**config.mk**
```make
export PLATFORM = sky130hd
export DESIGN_NAME = xbus_strobe_gen
export DESIGN_NICKNAME = d
export VERILOG_FILES = /design/src/rtl/xbs_pkg.sv /design/src/rtl/xbs_role_map.sv /design/src/rtl/xbs_cs_select.sv /design/src/rtl/xbs_pin_drive.sv /design/src/rtl/xbus_strobe_gen.sv
export SDC_FILE = /design/constraint.sdc
export NUM_CORES = 1
export LEC_CHECK = 0
export BUFFER_PORTS_ARGS = -buffer_cell sky130_fd_sc_hd__buf_2
export CAP_MARGIN = 20
export CORE_MARGIN = 1
export CORE_UTILIZATION = 40
export CTS_CLUSTER_SIZE = 25
export DETAILED_ROUTE_END_ITERATION = 12
export PLACE_DENSITY = 0.82
export SLEW_MARGIN = 20
export SYNTH_ARGS = -nofsm -noshare
export SYNTH_HDL_FRONTEND = slang
export SYNTH_SLANG_ARGS = --single-unit
```
**constraint.sdc**
```tcl
create_clock -name clk -period 1.4 [get_ports clk]
set_clock_uncertainty 0.05 [all_clocks]
set_input_delay 0.14 -clock clk [delete_from_list [all_inputs] [get_ports clk]]
set_output_delay 0.14 -clock clk [all_outputs]
set_load 0.01 [all_outputs]
```
**src/rtl/xbs_pkg.sv**
```systemverilog
package xbs_pkg;

    localparam int NUM_PINS = 5;
    localparam int NUM_CS   = 4;
    localparam int CS_IDX_W = $clog2(NUM_CS);
    localparam int MODE_W   = 4;

    typedef enum logic [2:0] {
        ROLE_NONE = 3'd0,
        ROLE_ALE  = 3'd1,
        ROLE_CS0  = 3'd2,
        ROLE_CS1  = 3'd3,
        ROLE_CS2  = 3'd4,
        ROLE_CS3  = 3'd5
    } pin_role_e;

    typedef struct packed {
        logic [MODE_W-1:0]   mode;
        logic                ale;
        logic                active;
        logic [CS_IDX_W-1:0] cs_idx;
        logic                err;
    } strobe_state_t;

    function automatic logic mode_legal(input logic [MODE_W-1:0] m);
        return (m[3] == 1'b0) && (m[2:0] != 3'd7);
    endfunction

    function automatic logic mode_has_ale(input logic [MODE_W-1:0] m);
        return (m == 4'd0) || (m == 4'd3) || (m == 4'd4) || (m == 4'd6);
    endfunction

endpackage

```
**src/rtl/xbs_role_map.sv**
```systemverilog
module xbs_role_map
    import xbs_pkg::*;
(
    input  logic [MODE_W-1:0]          mode,
    output pin_role_e [NUM_PINS-1:0]   roles
);
    always_comb begin
        for (int i = 0; i < NUM_PINS; i++) roles[i] = ROLE_NONE;
        case (mode)
            4'd0: roles[0] = ROLE_ALE;
            4'd1: roles[0] = ROLE_CS0;
            4'd2: begin
                roles[0] = ROLE_CS0;
                roles[1] = ROLE_CS1;
            end
            4'd3: begin
                roles[0] = ROLE_ALE;
                roles[1] = ROLE_CS1;
                roles[2] = ROLE_CS0;
            end
            4'd4: begin
                roles[0] = ROLE_ALE;
                roles[1] = ROLE_CS0;
            end
            4'd5: begin
                roles[0] = ROLE_CS0;
                roles[1] = ROLE_CS1;
                roles[3] = ROLE_CS2;
                roles[4] = ROLE_CS3;
            end
            4'd6: begin
                roles[0] = ROLE_ALE;
                roles[1] = ROLE_CS1;
                roles[2] = ROLE_CS0;
                roles[3] = ROLE_CS2;
                roles[4] = ROLE_CS3;
            end
            default: ;
        endcase
    end
endmodule

```
**src/rtl/xbs_cs_select.sv**
```systemverilog
module xbs_cs_select
    import xbs_pkg::*;
#(
    parameter int REGION_W = 4
) (
    input  logic [MODE_W-1:0]   mode,
    input  logic [REGION_W-1:0] rgn_code,
    input  logic [REGION_W-1:0] rgn_periph,
    input  logic [REGION_W-1:0] rgn_mem,
    input  logic                hit_code,
    input  logic                hit_periph,
    input  logic                hit_mem,
    input  logic [1:0]          addr_hi,
    output logic                sel_valid,
    output logic [CS_IDX_W-1:0] sel_idx
);
    localparam logic [REGION_W-1:0] CODE_SHARE = REGION_W'(1);

    logic en_c, en_p, en_m;
    logic any_hit;
    logic is_single, is_dual, is_quad;

    assign en_c = (rgn_code   != '0);
    assign en_p = (rgn_periph != '0);
    assign en_m = (rgn_mem    != '0);
    assign any_hit = (hit_code & en_c) | (hit_periph & en_p) | (hit_mem & en_m);

    assign is_single = (mode == 4'd1) || (mode == 4'd4);
    assign is_dual   = (mode == 4'd2) || (mode == 4'd3);
    assign is_quad   = (mode == 4'd5) || (mode == 4'd6);

    always_comb begin
        sel_valid = 1'b0;
        sel_idx   = '0;
        if (is_single) begin
            sel_valid = any_hit;
        end else if (is_quad) begin
            sel_valid = any_hit;
            sel_idx   = CS_IDX_W'(addr_hi);
        end else if (is_dual) begin
            if (!en_c && (en_p ^ en_m)) begin
                // one shared range split by top address bit
                sel_valid = en_p ? hit_periph : hit_mem;
                sel_idx   = CS_IDX_W'(addr_hi[1]);
            end else if (!en_c && en_p && en_m) begin
                if (hit_periph) begin
                    sel_valid = 1'b1;
                    sel_idx   = CS_IDX_W'(0);
                end else if (hit_mem) begin
                    sel_valid = 1'b1;
                    sel_idx   = CS_IDX_W'(1);
                end
            end else if ((rgn_code == CODE_SHARE) && (en_p ^ en_m)) begin
                if (hit_code) begin
                    sel_valid = 1'b1;
                    sel_idx   = CS_IDX_W'(0);
                end else if ((hit_periph && en_p) || (hit_mem && en_m)) begin
                    sel_valid = 1'b1;
                    sel_idx   = CS_IDX_W'(1);
                end
            end
        end
    end
endmodule

```
**src/rtl/xbs_pin_drive.sv**
```systemverilog
module xbs_pin_drive
    import xbs_pkg::*;
(
    input  pin_role_e [NUM_PINS-1:0] roles,
    input  logic                     ale,
    input  logic [NUM_CS-1:0]        cs_low,
    output logic [NUM_PINS-1:0]      pin_out,
    output logic [NUM_PINS-1:0]      pin_oe
);
    for (genvar p = 0; p < NUM_PINS; p++) begin : g_pin
        always_comb begin
            pin_oe[p]  = (roles[p] != ROLE_NONE);
            case (roles[p])
                ROLE_ALE: pin_out[p] = ale;
                ROLE_CS0: pin_out[p] = ~cs_low[0];
                ROLE_CS1: pin_out[p] = ~cs_low[1];
                ROLE_CS2: pin_out[p] = ~cs_low[2];
                ROLE_CS3: pin_out[p] = ~cs_low[3];
                default:  pin_out[p] = 1'b0;
            endcase
        end
    end
endmodule

```
**src/rtl/xbus_strobe_gen.sv**
```systemverilog
module xbus_strobe_gen
    import xbs_pkg::*;
#(
    parameter int REGION_W = 4
) (
    input  logic                clk,
    input  logic                rst_n,
    input  logic [3:0]          cfg_mode,
    input  logic [REGION_W-1:0] rgn_code,
    input  logic [REGION_W-1:0] rgn_periph,
    input  logic [REGION_W-1:0] rgn_mem,
    input  logic                hit_code,
    input  logic                hit_periph,
    input  logic                hit_mem,
    input  logic [1:0]          addr_hi,
    input  logic                cyc_start,
    input  logic                cyc_end,
    output logic [4:0]          pin_out,
    output logic [4:0]          pin_oe,
    output logic                cfg_err
);
    strobe_state_t st_d, st_q;
    logic                 sel_valid;
    logic [CS_IDX_W-1:0]  sel_idx;
    pin_role_e [NUM_PINS-1:0] roles;
    logic [NUM_CS-1:0]    cs_low;

    xbs_cs_select #(.REGION_W(REGION_W)) u_sel (
        .mode       (cfg_mode),
        .rgn_code   (rgn_code),
        .rgn_periph (rgn_periph),
        .rgn_mem    (rgn_mem),
        .hit_code   (hit_code),
        .hit_periph (hit_periph),
        .hit_mem    (hit_mem),
        .addr_hi    (addr_hi),
        .sel_valid  (sel_valid),
        .sel_idx    (sel_idx)
    );

    always_comb begin
        st_d     = st_q;
        st_d.mode = cfg_mode;
        st_d.ale = 1'b0;
        if (cyc_end) st_d.active = 1'b0;
        if (!mode_legal(cfg_mode)) begin
            st_d.err    = 1'b1;
            st_d.active = 1'b0;
        end else if (cyc_start) begin
            st_d.ale    = mode_has_ale(cfg_mode);
            st_d.active = sel_valid;
            st_d.cs_idx = sel_idx;
        end
    end

    always_ff @(posedge clk or negedge rst_n) begin
        if (!rst_n) st_q <= '0;
        else        st_q <= st_d;
    end

    xbs_role_map u_roles (
        .mode  (st_q.mode),
        .roles (roles)
    );

    for (genvar k = 0; k < NUM_CS; k++) begin : g_cs
        assign cs_low[k] = st_q.active && (st_q.cs_idx == CS_IDX_W'(k));
    end

    xbs_pin_drive u_drive (
        .roles   (roles),
        .ale     (st_q.ale),
        .cs_low  (cs_low),
        .pin_out (pin_out),
        .pin_oe  (pin_oe)
    );

    assign cfg_err = st_q.err;
endmodule

```
# Word level (Yosys, flattened, before mapping)
# Index checks and enable logic that the tools add are counted.
[word_totals]
elab_cells = 129
register_bits = 9
[classes]
reduce_logical = 36
eq_ne = 43
bitwise = 11
mux = 34
[ops]
columns = ["cell", "count"]
rows = [
  ["1-bit one-hot mux with 5 select lines", 5],
  ["4-bit by 3-bit equality test with 1-bit output (second input constant)", 6],
  ["2-bit by 3-bit equality test with 1-bit output (second input constant)", 6],
  ["2-bit two-way mux", 9],
  ["2-bit equality test (second input constant)", 8],
  ["4-bit by 2-bit equality test with 1-bit output (second input constant)", 4],
  ["1-bit two-way mux", 16],
  ["3-bit nonzero test", 5],
  ["3-bit by 2-bit equality test with 1-bit output (second input constant)", 4],
  ["3-bit equality test (second input constant)", 4],
  ["4-bit by 1-bit equality test with 1-bit output (second input constant)", 3],
  ["4-bit nonzero test", 3],
  ["1-bit logical AND", 11],
  ["2-bit by 1-bit equality test with 1-bit output (second input constant)", 4],
  ["4-bit zero test", 2],
  ["2-bit one-hot mux with 2 select lines", 2],
  ["4-bit OR reduction", 2],
  ["1-bit logical OR", 7],
  ["3-bit by 1-bit equality test with 1-bit output (second input constant)", 2],
  ["6-bit two-way mux", 1],
  ["3-bit inequality test (second input constant)", 2],
  ["1-bit NOT", 5],
  ["4-bit two-way mux", 1],
  ["2-bit OR reduction", 2],
  ["7 further kinds", 10],
]

# Longest topological paths before layout
# Gate-level depths: netlist of run 1.
[logic_depth]
word_depth = 13
mapped_depth = 6
mapped_depth_nobuf = 5

# Hierarchy
# Synthesis of run 1 repeated with hierarchy kept, for this count alone.
[hier_totals]
hier_cells = 124
area_unflattened_um2 = 1074.8
[by_module_without_submodules]
columns = ["mod", "cells_each", "area_per_inst_um2", "instances"]
rows = [
  ["xbus_strobe_gen", 25, 354.1, 1],
  ["xbs_pin_drive", 46, 325.3, 1],
  ["xbs_role_map", 27, 205.2, 1],
  ["xbs_cs_select", 26, 190.2, 1],
]

# Worst setup path before layout of run 1
# OpenSTA, ideal clock, no wires.
[synth_timing]
kind = "register to output"
from = "reg st_q[6] in the netlist's numbering"
to = "out pin_out[3]"
path_stages_with_launch = 6
setup_slack_ps = -229
arrival_ps = 1439
required_time_ps = 1210
cell_sequence = "dfrtp_1 -> clkbuf_1 -> xnor2_1 -> nor3b_1 -> inv_1 -> a31oi_1"
[synth_via]
elab_chain_cells = 5
[synth_rtl]
columns = ["element", "line_no", "text"]
rows = [
  ["start, declared", "xbus_strobe_gen.sv:22", "strobe_state_t st_d, st_q;"],
  ["start signal, assigned", "xbus_strobe_gen.sv:58", "else st_q <= st_d;"],
  ["4-bit by 3-bit equality test with 1-bit output", "xbs_role_map.sv:9", "case (mode)"],
  ["2-bit OR reduction (no source line) (*)", "-", ""],
  ["6-bit two-way mux (*)", "xbs_role_map.sv:9", ""],
  ["3-bit equality test (tied with other cells)", "xbs_pin_drive.sv:13", "case (roles[p])"],
  ["1-bit one-hot mux with 5 select lines (*)", "xbs_pin_drive.sv:13", ""],
  ["end, declared", "xbus_strobe_gen.sv:18", "output logic [4:0] pin_out,"],
]
# Mark *: on every way between the ends. The rest lies on a longest branch, timed or not.

# Worst setup path in the final report of run 1
[layout_timing]
from = "reg st_q[6] in the netlist's numbering"
to = "out pin_out[4]"
# Same word-level chain as after synthesis.

==> impl_metrics.csv, run 1 <==
group,metric,value,unit
status,status,"complete, but fails checks",
status,violations,"negative setup slack",
clocking,cts-root-buf,"clkbuf_4",
yosys,yosys.area_share.simple,30.8,%
critical_path,crit_family,"flip-flops",
critical_path,worstSetupPathType,"flop to output port",
placement,dp_hpwl,1.40,mm
sta,timing.final.ws_setup,-0.194,ns
routing,drtIter0Drc,11,
pwr,p_total,0.742,mW
pwr,p_per_area,645,mW/mm²
grt,grt_max_degree,10,
grt,grt_pass1_wl,2.90,mm
routing,vias,853,
sta,timing.hold.ws,0.0155,ns
critical_path,end_kind,"output port",
yosys,synth_cells,84,
placement,dp.cells,141,
yosys,async_flop_share,100,%
critical_path,r2r-start,"st_q[1]$_DFFE_PN0P_",
critical_path,max_stage_delay,0.45,ns
critical_path,rr_endpoint,"st_q[1]$_DFFE_PN0P_",
cells_and_area,syn2layout_area_growth,63.5,%
routing,wirelength,1.83,mm
clocking,clk_path_buf_depth,2,
yosys,syn_area_per_cell,8.37,µm²
grt,grt_overflow,0,
sta,worstMarginPinSlew,0.256,ns
yosys,synthFlopType,"dfrtp_1",
clocking,cts-htree-levels,1,
sta,hold_violations,0,
critical_path,r2r_setup_slack,0.28,ns
grt,antenna_found_initial,0,
routing,drt-wirelength-per-cell,11.9,µm
cells_and_area,final_util,72.9,%
sta,period_share,114,%
critical_path,start_kind,"flop",
routing,dr.pass1.iters,6,
routing,drc,0,
yosys,yosys.area_share.adder,0,%
yosys,syn_area,703,µm²
yosys,synth_compound_area_share,24.7,%
yosys,synth_nets,109,
clocking,cts_tree,"built",
routing,antenna_left,0,
cells_and_area,drive_gt1_share,50.4,%
worst_hold_path,hold_end,"st_q[5]$_DFF_PN0_",
yosys,synth.area.mux_share,1.42,%
critical_path,cp.arrival,1.40,ns
floorplan,coreArea,0.00158,mm²
yosys,synth_xor_area_share,6.23,%
yosys,ys_ff_latch,9,
routing,via_per_inst,5.58,
floorplan,rows,14,
clocking,cts_buffers,3,
worst_hold_path,holdPathStages,1,
floorplan,die_w,43.9,µm
sta,finalCriticalPeriod,1.59,ns
clocking,clkTransAtPathRegs,0.06,ns
cells_and_area,num-fill-cells,127,
clocking,clock_latency,0.26,ns
sta,slew_viol_final,0,
pwr,max-vdd-ir-drop,0.353,mV
floorplan,initial_core_util,44.6,%
yosys,seq_area_frac_synth,32.0,%
yosys,synth_top_family_by_area,"simple AND/OR/NAND/NOR gates",
yosys,ys_warn_count,0,
critical_path,worstPathRequired,1.21,ns
clocking,cts.sinks,9,
floorplan,io_pins,36,
sta,fmaxAchievable,0.627,GHz
yosys,netlist-cell-type-count,35,
cells_and_area,nets,163,
yosys,synth_enable_flop_cells,0,
worst_hold_path,hold_start,"cfg_mode[0]",
critical_path,crit_buf_inv,2,
pwr,leakage,0.533,nW
sta,maxSlewHeadroom,82.7,%
placement,gp_congestion,0.807,
worst_hold_path,hold_path_class,"primary input to flop",
critical_path,crit_fanout,5,
critical_path,slowest_stage,"dfrtp_2",
grt,track_usage,20.0,%
floorplan,die_area,0.00193,mm²
grt,grt_pass1_vias,795,
placement,port_buffers,35,
critical_path,crit_chain,"xnor2_2 > nor3b_2 > inv_1 > a31oi_2 > buf_2",
sta,rsz0062_at_grt,"true",
cells_and_area,final_cells,153,
floorplan,die_h,43.9,µm
placement,dpl_worst_slack,-0.125,ns
cells_and_area,antenna_cells,0,
critical_path,ff2ff_path_depth,4,
job,maxCapViolCount,0,
sta,setup_viol,10,
[registers in the layout (all words and copies together) (netlist names)]
register,flops
cfg_err,1
st_q,8
[area by class of cell]
class,count,area (µm²),area share [%]
clock buffer,4,26.3,2.29
tap,16,20.0,1.74
inverter,5,18.8,1.63
multi-input combinational,67,524,45.6
sequential,9,228,19.8
timing repair buffer,52,333,28.9
[worst max-delay path by stage]
| stage | start | endpoint | depth (start not counted) |
|---|---|---|---|
| after floorplan | st_q[5]$_DFF_PN0_ | pin_out[3] | 5 |
| after global placement | rgn_periph[2] | st_q[1]$_DFFE_PN0P_ | 5 |
| after detailed placement | rgn_periph[2] | st_q[1]$_DFFE_PN0P_ | 5 |
| after CTS | st_q[6]$_DFF_PN0_ | pin_out[3] | 5 |
| after global routing | st_q[5]$_DFF_PN0_ | pin_out[2] | 5 |
| final | st_q[6]$_DFF_PN0_ | pin_out[4] | 5 |
[synthesized netlist by cell type (2+ instances only)]
cell,instances,share of area (%)
nand2b_1,2,1.8
inv_1,5,2.7
a21oi_1,2,1.4
dfrtp_1,9,32
a41o_1,2,2.8
and3_1,2,1.8
xnor2_1,4,5.0
nand2_1,8,4.3
a31oi_1,4,3.6
o21ai_0,3,2.1
nor2b_1,5,4.4
nor3b_1,2,2.1
nor3_1,4,2.8
nor4_1,2,1.8
nand3_1,2,1.4
or4_4,2,3.2
clkbuf_1,2,1.1
nor2_1,5,2.7
o211ai_1,3,3.2
[through the flow]
stage | setup TNS (ns) | instance area, µm²
floorplan | -0.0667 | 737
global placement | -0.180 | 973
detailed placement | -0.216 | 973
CTS | -1.42 | 1100
global route | -1.97 | 1150
finish | -1.26 | 1150
[placed cells by master (no fill, tap or decap), types with 2 or more instances in the layout]
cell           synthesis  routed
buf_4                  1      11
a41o_1                 2       2
buf_6                  0       4
a31oi_2                0       2
nor4_1                 2       2
or4_4                  2       2
clkbuf_4               0       3
inv_1                  5       4
buf_2                  0      33
a31oi_1                4       2
nor2b_1                5       4
xnor2_1                4       2
nor3b_2                0       2
nand3_1                2       2
o211ai_1               3       3
o21ai_1                0       2
dlygate4sd3_1          0       4
dfrtp_2                0       2
nor2_1                 5       5
dfrtp_1                9       7
nor3_1                 4       4
a21oi_1                2       2
nand2_1                8       8
[timing repair]
item	4_1_cts	5_1_grt
hold buffers	2	2
endpoints found under the setup margin	10	11
hold endpoints to repair	10	2
pin swaps	5	1
gates resized for setup	14	5
setup buffers	4	1
[cell families after synthesis]
logic type / Yosys count
xor gates and xnor gates: 5
buffers and inverters: 8
AOI/OAI and AO/OA: 23
and+or+nand+nor: 38
DFF: 9
muxes: 1
[worst register-to-register path: stages, from the launching register on]
cell	delay [ns]
dfrtp_1	0.40
buf_4	0.14
buf_4	0.13
a22oi_1	0.20
o31ai_2	0.09
[power breakdown]
part	internal, mW	switching [mW]
Combinational	0.138	0.111
Sequential	0.275	0.0185
Clock	0.110	0.0894
Total	0.522	0.219
[layer usage]
metal | part of all wire [%] | global-route usage, % | vias up
li1 | - | - | 423
met4 | 1.5 | 12.1 | 0
met2 | 58 | 42.4 | 35
met3 | 4.2 | 1.67 | 3
met1 | 36 | 17.2 | 392
met5 | 0 | 0 | -
Power figures use the tool's default switching activity.
==> inputs of run 2 (changes only) <==
--- a/config.mk
+++ b/config.mk
@@ -5,13 +5,13 @@
 export SDC_FILE = /design/constraint.sdc
 export NUM_CORES = 1
 export LEC_CHECK = 0
-export BUFFER_PORTS_ARGS = -buffer_cell sky130_fd_sc_hd__buf_2
 export CAP_MARGIN = 20
 export CORE_MARGIN = 1
-export CORE_UTILIZATION = 40
+export CORE_UTILIZATION = 41
 export CTS_CLUSTER_SIZE = 25
 export DETAILED_ROUTE_END_ITERATION = 12
-export PLACE_DENSITY = 0.82
+export DONT_BUFFER_PORTS = 1
+export PLACE_DENSITY = 0.65
 export SLEW_MARGIN = 20
 export SYNTH_ARGS = -nofsm -noshare
 export SYNTH_HDL_FRONTEND = slang
==> run 2 against run 1 <==
Net effect: the run ends with design-rule violations, negative setup slack left; sequential cell count unchanged; total power decreased by 5.2%; routed wire length increased by 0.55%; cell area decreased by 9.8%; setup slack improved by 0.039 ns; first-iteration DRC count increased to 4.2 times the previous value; clock-buffer cell count decreased by 1; core utilization decreased by 6.4 points; worst hold slack about the same; clock power increased by 3%; global-route usage increased by 0.26 points; critical path type unchanged; highest routed layer unchanged.
==> impl_metrics.csv, run 2 (synthesized netlist as in run 1, its figures left out) <==
group,metric,value,unit
status,status,"complete, but fails checks",
status,violations,"design-rule violations, negative setup slack",
cells_and_area,num-fill-cells,122,
worst_hold_path,hold_path_class,"primary input to flop",
grt,met3_usage,1.67,%
floorplan,initial_core_util,45.1,%
sta,hold_violations,0,
placement,port_buffers,0,
cells_and_area,nets,135,
grt,track_usage,20.3,%
sta,worstMarginPinSlew,0.384,ns
cells_and_area,syn2layout_area_growth,47.5,%
clocking,cts-root-buf,"clkbuf_4",
cells_and_area,layout_common_cells,"15 x buf_4, 8 x nand2_1, 7 x dlygate4sd3_1, 6 x dfrtp_1",
routing,dr.pass1.iters,8,
sta,period_share,111,%
critical_path,crit_fanout,4,
grt,gr-usage-met1,21.1,%
sta,maxSlewHeadroom,74.3,%
pwr,power_frac_comb,29.0,%
critical_path,end_kind,"output port",
clocking,clock_latency,0.27,ns
critical_path,start_kind,"flop",
sta,timing.hold.ws,0.0157,ns
pwr,p_per_area,678,mW/mm²
routing,wirelength,1.84,mm
pwr,max-vdd-ir-drop,0.409,mV
grt,grt_overflow,0,
floorplan,die_h,43.4,µm
placement,dp_hpwl,1.29,mm
grt,grt_pass1_wl,2.82,mm
critical_path,worstSetupPathType,"flop to output port",
routing,antenna_left,0,
pwr,p_clk_share,29.1,%
sta,rsz0062_at_grt,"true",
cells_and_area,final_util,66.5,%
pwr,p_sw,0.210,mW
critical_path,r2r_setup_slack,0.37,ns
pwr,p_int,0.493,mW
cells_and_area,drive_gt1_share,38.5,%
critical_path,crit_family,"flip-flops",
cells_and_area,final-seq-area,229,µm²
cells_and_area,multi_input_area,537,µm²
routing,drc,8,
sta,fmaxAchievable,0.643,GHz
clocking,cts_buffers,3,
grt,antenna_found_initial,0,
critical_path,crit_chain,"inv_1 > and3_4 > nand2b_1 > a21oi_2 > a211oi_2 > buf_4",
cells_and_area,largest_reg_flops,8,
critical_path,slowest_stage,"dfrtp_1",
critical_path,crit_buf_inv,2,
floorplan,io_pins,36,
cells_and_area,largest_register,"st_q",
cells_and_area,layout_commonest_cell,"buf_4",
floorplan,rows,14,
floorplan,die_area,0.00188,mm²
routing,vias,747,
cells_and_area,antenna_cells,0,
job,maxCapViolCount,0,
sta,finalCriticalPeriod,1.55,ns
sta,timing.final.ws_setup,-0.154,ns
routing,drt-wirelength-per-cell,14.7,µm
grt,busiest_layer,"met2",
clocking,clk_path_buf_depth,2,
grt,grt_pass1_vias,708,
pwr,p_seq_share,41.9,%
clocking,clkTransAtPathRegs,0.06,ns
grt,grt_max_degree,10,
floorplan,coreArea,0.00156,mm²
placement,gp_congestion,0.844,
pwr,leakage,0.411,nW
sta,setup_viol,9,
critical_path,worstPathRequired,1.21,ns
routing,via_per_inst,5.98,
sta,slew_viol_final,0,
clocking,cts_tree,"built",
routing,drtIter0Drc,46,
clocking,cts-htree-levels,1,
critical_path,cp.arrival,1.36,ns
clocking,cts.sinks,9,
grt,gr-usage-met2,39.4,%
pwr,netSwitchingFraction,29.9,%
floorplan,die_w,43.4,µm
critical_path,max_stage_delay,0.41,ns
run 2: metal layers:
metal / routed length, µm / part of all wire [%]
met3: 87 / 4.7
met1: 725 / 40
met5: 0 / 0
met2: 1010 / 55
met4: 10 / 0.54
run 2: layout make-up:
cell class	count	area share, %
Clock buffer	3	2.17
Clock inverter	1	0.483
Inverter	5	1.81
Multi-Input combinational cell	67	51.7
Sequential cell	9	22.1
Tap cell	16	1.93
Timing Repair Buffer	24	19.8
run 2: power groups by stage:
stage,logic (mW),registers (mW),clock network [mW]
detailed placement,0.135,0.297,0
floorplan,0.106,0.292,0
global route,0.219,0.297,0.216
global placement,0.132,0.297,0
CTS,0.189,0.293,0.207
finish,0.204,0.295,0.205
run 2: final timing paths:
check                                    start                   to  cells past startpoint
min in group asynchronous                rst_n  cfg_err$_DFFE_PN0N_                      1
setup / recovery           st_q[1]$_DFFE_PN0P_           pin_out[1]                      6
max in group asynchronous                rst_n    st_q[5]$_DFF_PN0_                      1
hold reg to reg            cfg_err$_DFFE_PN0N_  cfg_err$_DFFE_PN0N_                      2
setup reg to reg           st_q[1]$_DFFE_PN0P_  st_q[1]$_DFFE_PN0P_                      3
hold / removal                     cfg_mode[3]  st_q[3]$_DFFE_PN0P_                      3
run 2: worst register-to-register path: stages, from the launching register on:
cell     delay (ns)
dfrtp_1        0.41
buf_4          0.16
a22oi_1        0.20
o31ai_2        0.09
run 2: per-stage QoR:
stage / area [µm²] / setup slack [ns] / cells / total power, mW / TNS (ns)
after global routing: 1040 / -0.214 / 125 / 0.732 / -1.28
after global placement: 806 / 0.00887 / 107 / 0.429 / 0
after floorplan: 737 / -0.0334 / 84 / 0.398 / -0.0667
after detailed placement: 806 / -0.0408 / 107 / 0.432 / -0.0498
after CTS: 991 / -0.188 / 123 / 0.689 / -0.915
final: 1040 / -0.154 / 125 / 0.703 / -0.849
run 2: repair_timing:
item	CTS	global route
resized for setup	13	6
hold buffers	7	0
endpoints found under the hold margin	16	0
buffers inserted	5	2
gates cloned	0	0
setup endpoints to repair	10	10
pin swaps	7	3
==> inputs of run 3 (changes only) <==
--- a/config.mk
+++ b/config.mk
@@ -11,6 +11,7 @@
 export CTS_CLUSTER_SIZE = 25
 export DETAILED_ROUTE_END_ITERATION = 12
 export DONT_BUFFER_PORTS = 1
+export HOLD_SLACK_MARGIN = 0.1
 export PLACE_DENSITY = 0.65
 export SLEW_MARGIN = 20
 export SYNTH_ARGS = -nofsm -noshare
==> run 3 against run 2 <==
Net effect: the run still ends with design-rule violations, negative setup slack left; via count rose by 4.8%; non-clock buffer count rose by 7; sequential power about the same; critical path depth fell by 2; routed wire length grew 1.5%; core utilization increased by 4.7 points; cell area increased by 7.0%; register-to-register slack got worse by 0.02 ns; die area unchanged; critical endpoint unchanged; largest cell class unchanged; highest routed layer unchanged.
==> impl_metrics.csv, run 3 (synthesized netlist as in run 1, its figures left out) <==
group,metric,value,unit
critical_path,cp-endpoint,"pin_out[1]",
critical_path,r2r-start,"st_q[1]$_DFFE_PN0P_",
clocking,clk_path_buf_depth,2,
critical_path,cp.arrival,1.37,ns
pwr,netSwitchingFraction,30.0,%
pwr,max-vdd-ir-drop,0.456,mV
placement,gp_congestion,0.844,
routing,vias,783,
floorplan,rows,14,
clocking,cts_buffers,3,
grt,grt_overflow,0,
sta,hold_violations,0,
grt,grt_pass1_wl,2.98,mm
status,violations,"design-rule violations, negative setup slack",
grt,track_usage,21.0,%
cells_and_area,nets,142,
critical_path,worstSetupPathType,"flop to output port",
cells_and_area,layout_common_cells,"15 x buf_4, 14 x dlygate4sd3_1, 8 x nand2_1, 6 x dfrtp_1",
critical_path,rr_endpoint,"st_q[1]$_DFFE_PN0P_",
cells_and_area,layout_commonest_cell,"buf_4",
clocking,clkTransAtPathRegs,0.06,ns
routing,drt-wirelength-per-cell,14.1,µm
pwr,leakage,0.441,nW
sta,worstMarginPinSlew,0.385,ns
job,maxCapViolCount,0,
cells_and_area,largest_register,"st_q",
critical_path,crit_fanout,4,
floorplan,die_h,43.4,µm
routing,via_per_inst,5.93,
pwr,p_sw,0.217,mW
grt,antenna_found_initial,0,
sta,fmaxAchievable,0.641,GHz
sta,rsz0062_at_grt,"true",
pwr,p_clk_share,28.3,%
pwr,p_int,0.506,mW
routing,wirelength,1.86,mm
floorplan,coreArea,0.00156,mm²
pwr,power_frac_comb,30.9,%
clocking,clock_latency,0.26,ns
floorplan,die_area,0.00188,mm²
critical_path,start_kind,"flop",
clocking,cts-htree-levels,1,
routing,drc,8,
sta,slew_viol_final,0,
pwr,p_seq_share,40.8,%
critical_path,end_kind,"output port",
grt,grt_max_degree,10,
cells_and_area,drive_gt1_share,37.1,%
routing,antenna_left,0,
floorplan,io_pins,36,
sta,timing.final.ws_setup,-0.160,ns
placement,dp_hpwl,1.29,mm
status,status,"complete, but fails checks",
cells_and_area,antenna_cells,0,
critical_path,ff2ff_path_depth,3,
critical_path,r2r_setup_slack,0.35,ns
cells_and_area,largest_reg_flops,8,
sta,timing.hold.ws,0.102,ns
cells_and_area,syn2layout_area_growth,57.8,%
sta,period_share,111,%
floorplan,initial_core_util,45.1,%
clocking,cts.sinks,9,
grt,grt_pass1_vias,797,
critical_path,worstPathRequired,1.21,ns
pwr,p_total,0.723,mW
routing,dr.pass1.iters,9,
clocking,cts_tree,"built",
pwr,p_per_area,651,mW/mm²
worst_hold_path,hold_path_class,"primary input to flop",
routing,drtIter0Drc,27,
floorplan,die_w,43.4,µm
placement,port_buffers,0,
sta,finalCriticalPeriod,1.56,ns
critical_path,worstSetupStartpoint,"st_q[1]$_DFFE_PN0P_",
sta,maxSlewHeadroom,74.2,%
clocking,cts-root-buf,"clkbuf_4",
sta,setup_viol,9,
-- run 3: critical path, stage by stage (launching register included) --
cell,delay (ns)
dfrtp_1,0.41
buf_4,0.14
a41o_1,0.20
a211oi_2,0.20
buf_4,0.15
-- run 3: worst min-delay path by stage --
stage                      from             endpoint  slack (ns)  cells past startpoint
finish              cfg_mode[3]  st_q[3]$_DFFE_PN0P_        0.10                      3
global route          cyc_start    st_q[4]$_DFF_PN0_        0.15                      2
CTS                 cfg_mode[3]  st_q[3]$_DFFE_PN0P_        0.10                      3
detailed placement        rst_n  cfg_err$_DFFE_PN0N_       -0.21                      0
global placement          rst_n  cfg_err$_DFFE_PN0N_       -0.21                      0
floorplan                 rst_n  cfg_err$_DFFE_PN0N_       -0.21                      0
-- run 3: routing by layer --
layer	vias to the layer above	GRT usage (%)	wire (µm)
li1	381	-	-
met5	-	0	0
met2	31	40.9	1040
met4	0	11.9	38
met3	6	1.25	81
met1	365	21.9	697
-- run 3: final cells by class --
type	instances	area, µm²
multi-input combinational	67	539
fill	109	449
timing repair buffer	31	275
sequential	9	229
clock buffer	3	22.5
tap	16	20.0
inverter	5	18.8
clock inverter	1	5.00
-- run 3: power by group through the flow --
stage / logic (mW) / registers, mW / clock network (mW)
CTS: 0.208 / 0.293 / 0.207
floorplan: 0.106 / 0.292 / 0
finish: 0.223 / 0.295 / 0.205
detailed placement: 0.135 / 0.297 / 0
global route: 0.241 / 0.297 / 0.215
global placement: 0.132 / 0.297 / 0
-- run 3: repair_timing --
action                                 CTS  global route
hold buffers                            14             0
setup endpoints to repair               10            12
setup buffers                            5             2
endpoints found under the hold margin   18             0
pin swaps                                7             3
resized for setup                       13             7
-- run 3: per-stage QoR --
step | TNS [ns] | setup slack [ns] | util, % | cell area [µm²] | std cells
after floorplan | -0.0667 | -0.0334 | - | 737 | 84
after global placement | 0 | 0.00887 | 51.7 | 806 | 107
after detailed placement | -0.0498 | -0.0408 | 51.7 | 806 | 107
after CTS | -0.915 | -0.188 | 68.1 | 1060 | 130
after global routing | -1.32 | -0.234 | 71.2 | 1110 | 132
final | -0.849 | -0.160 | 71.2 | 1110 | 132
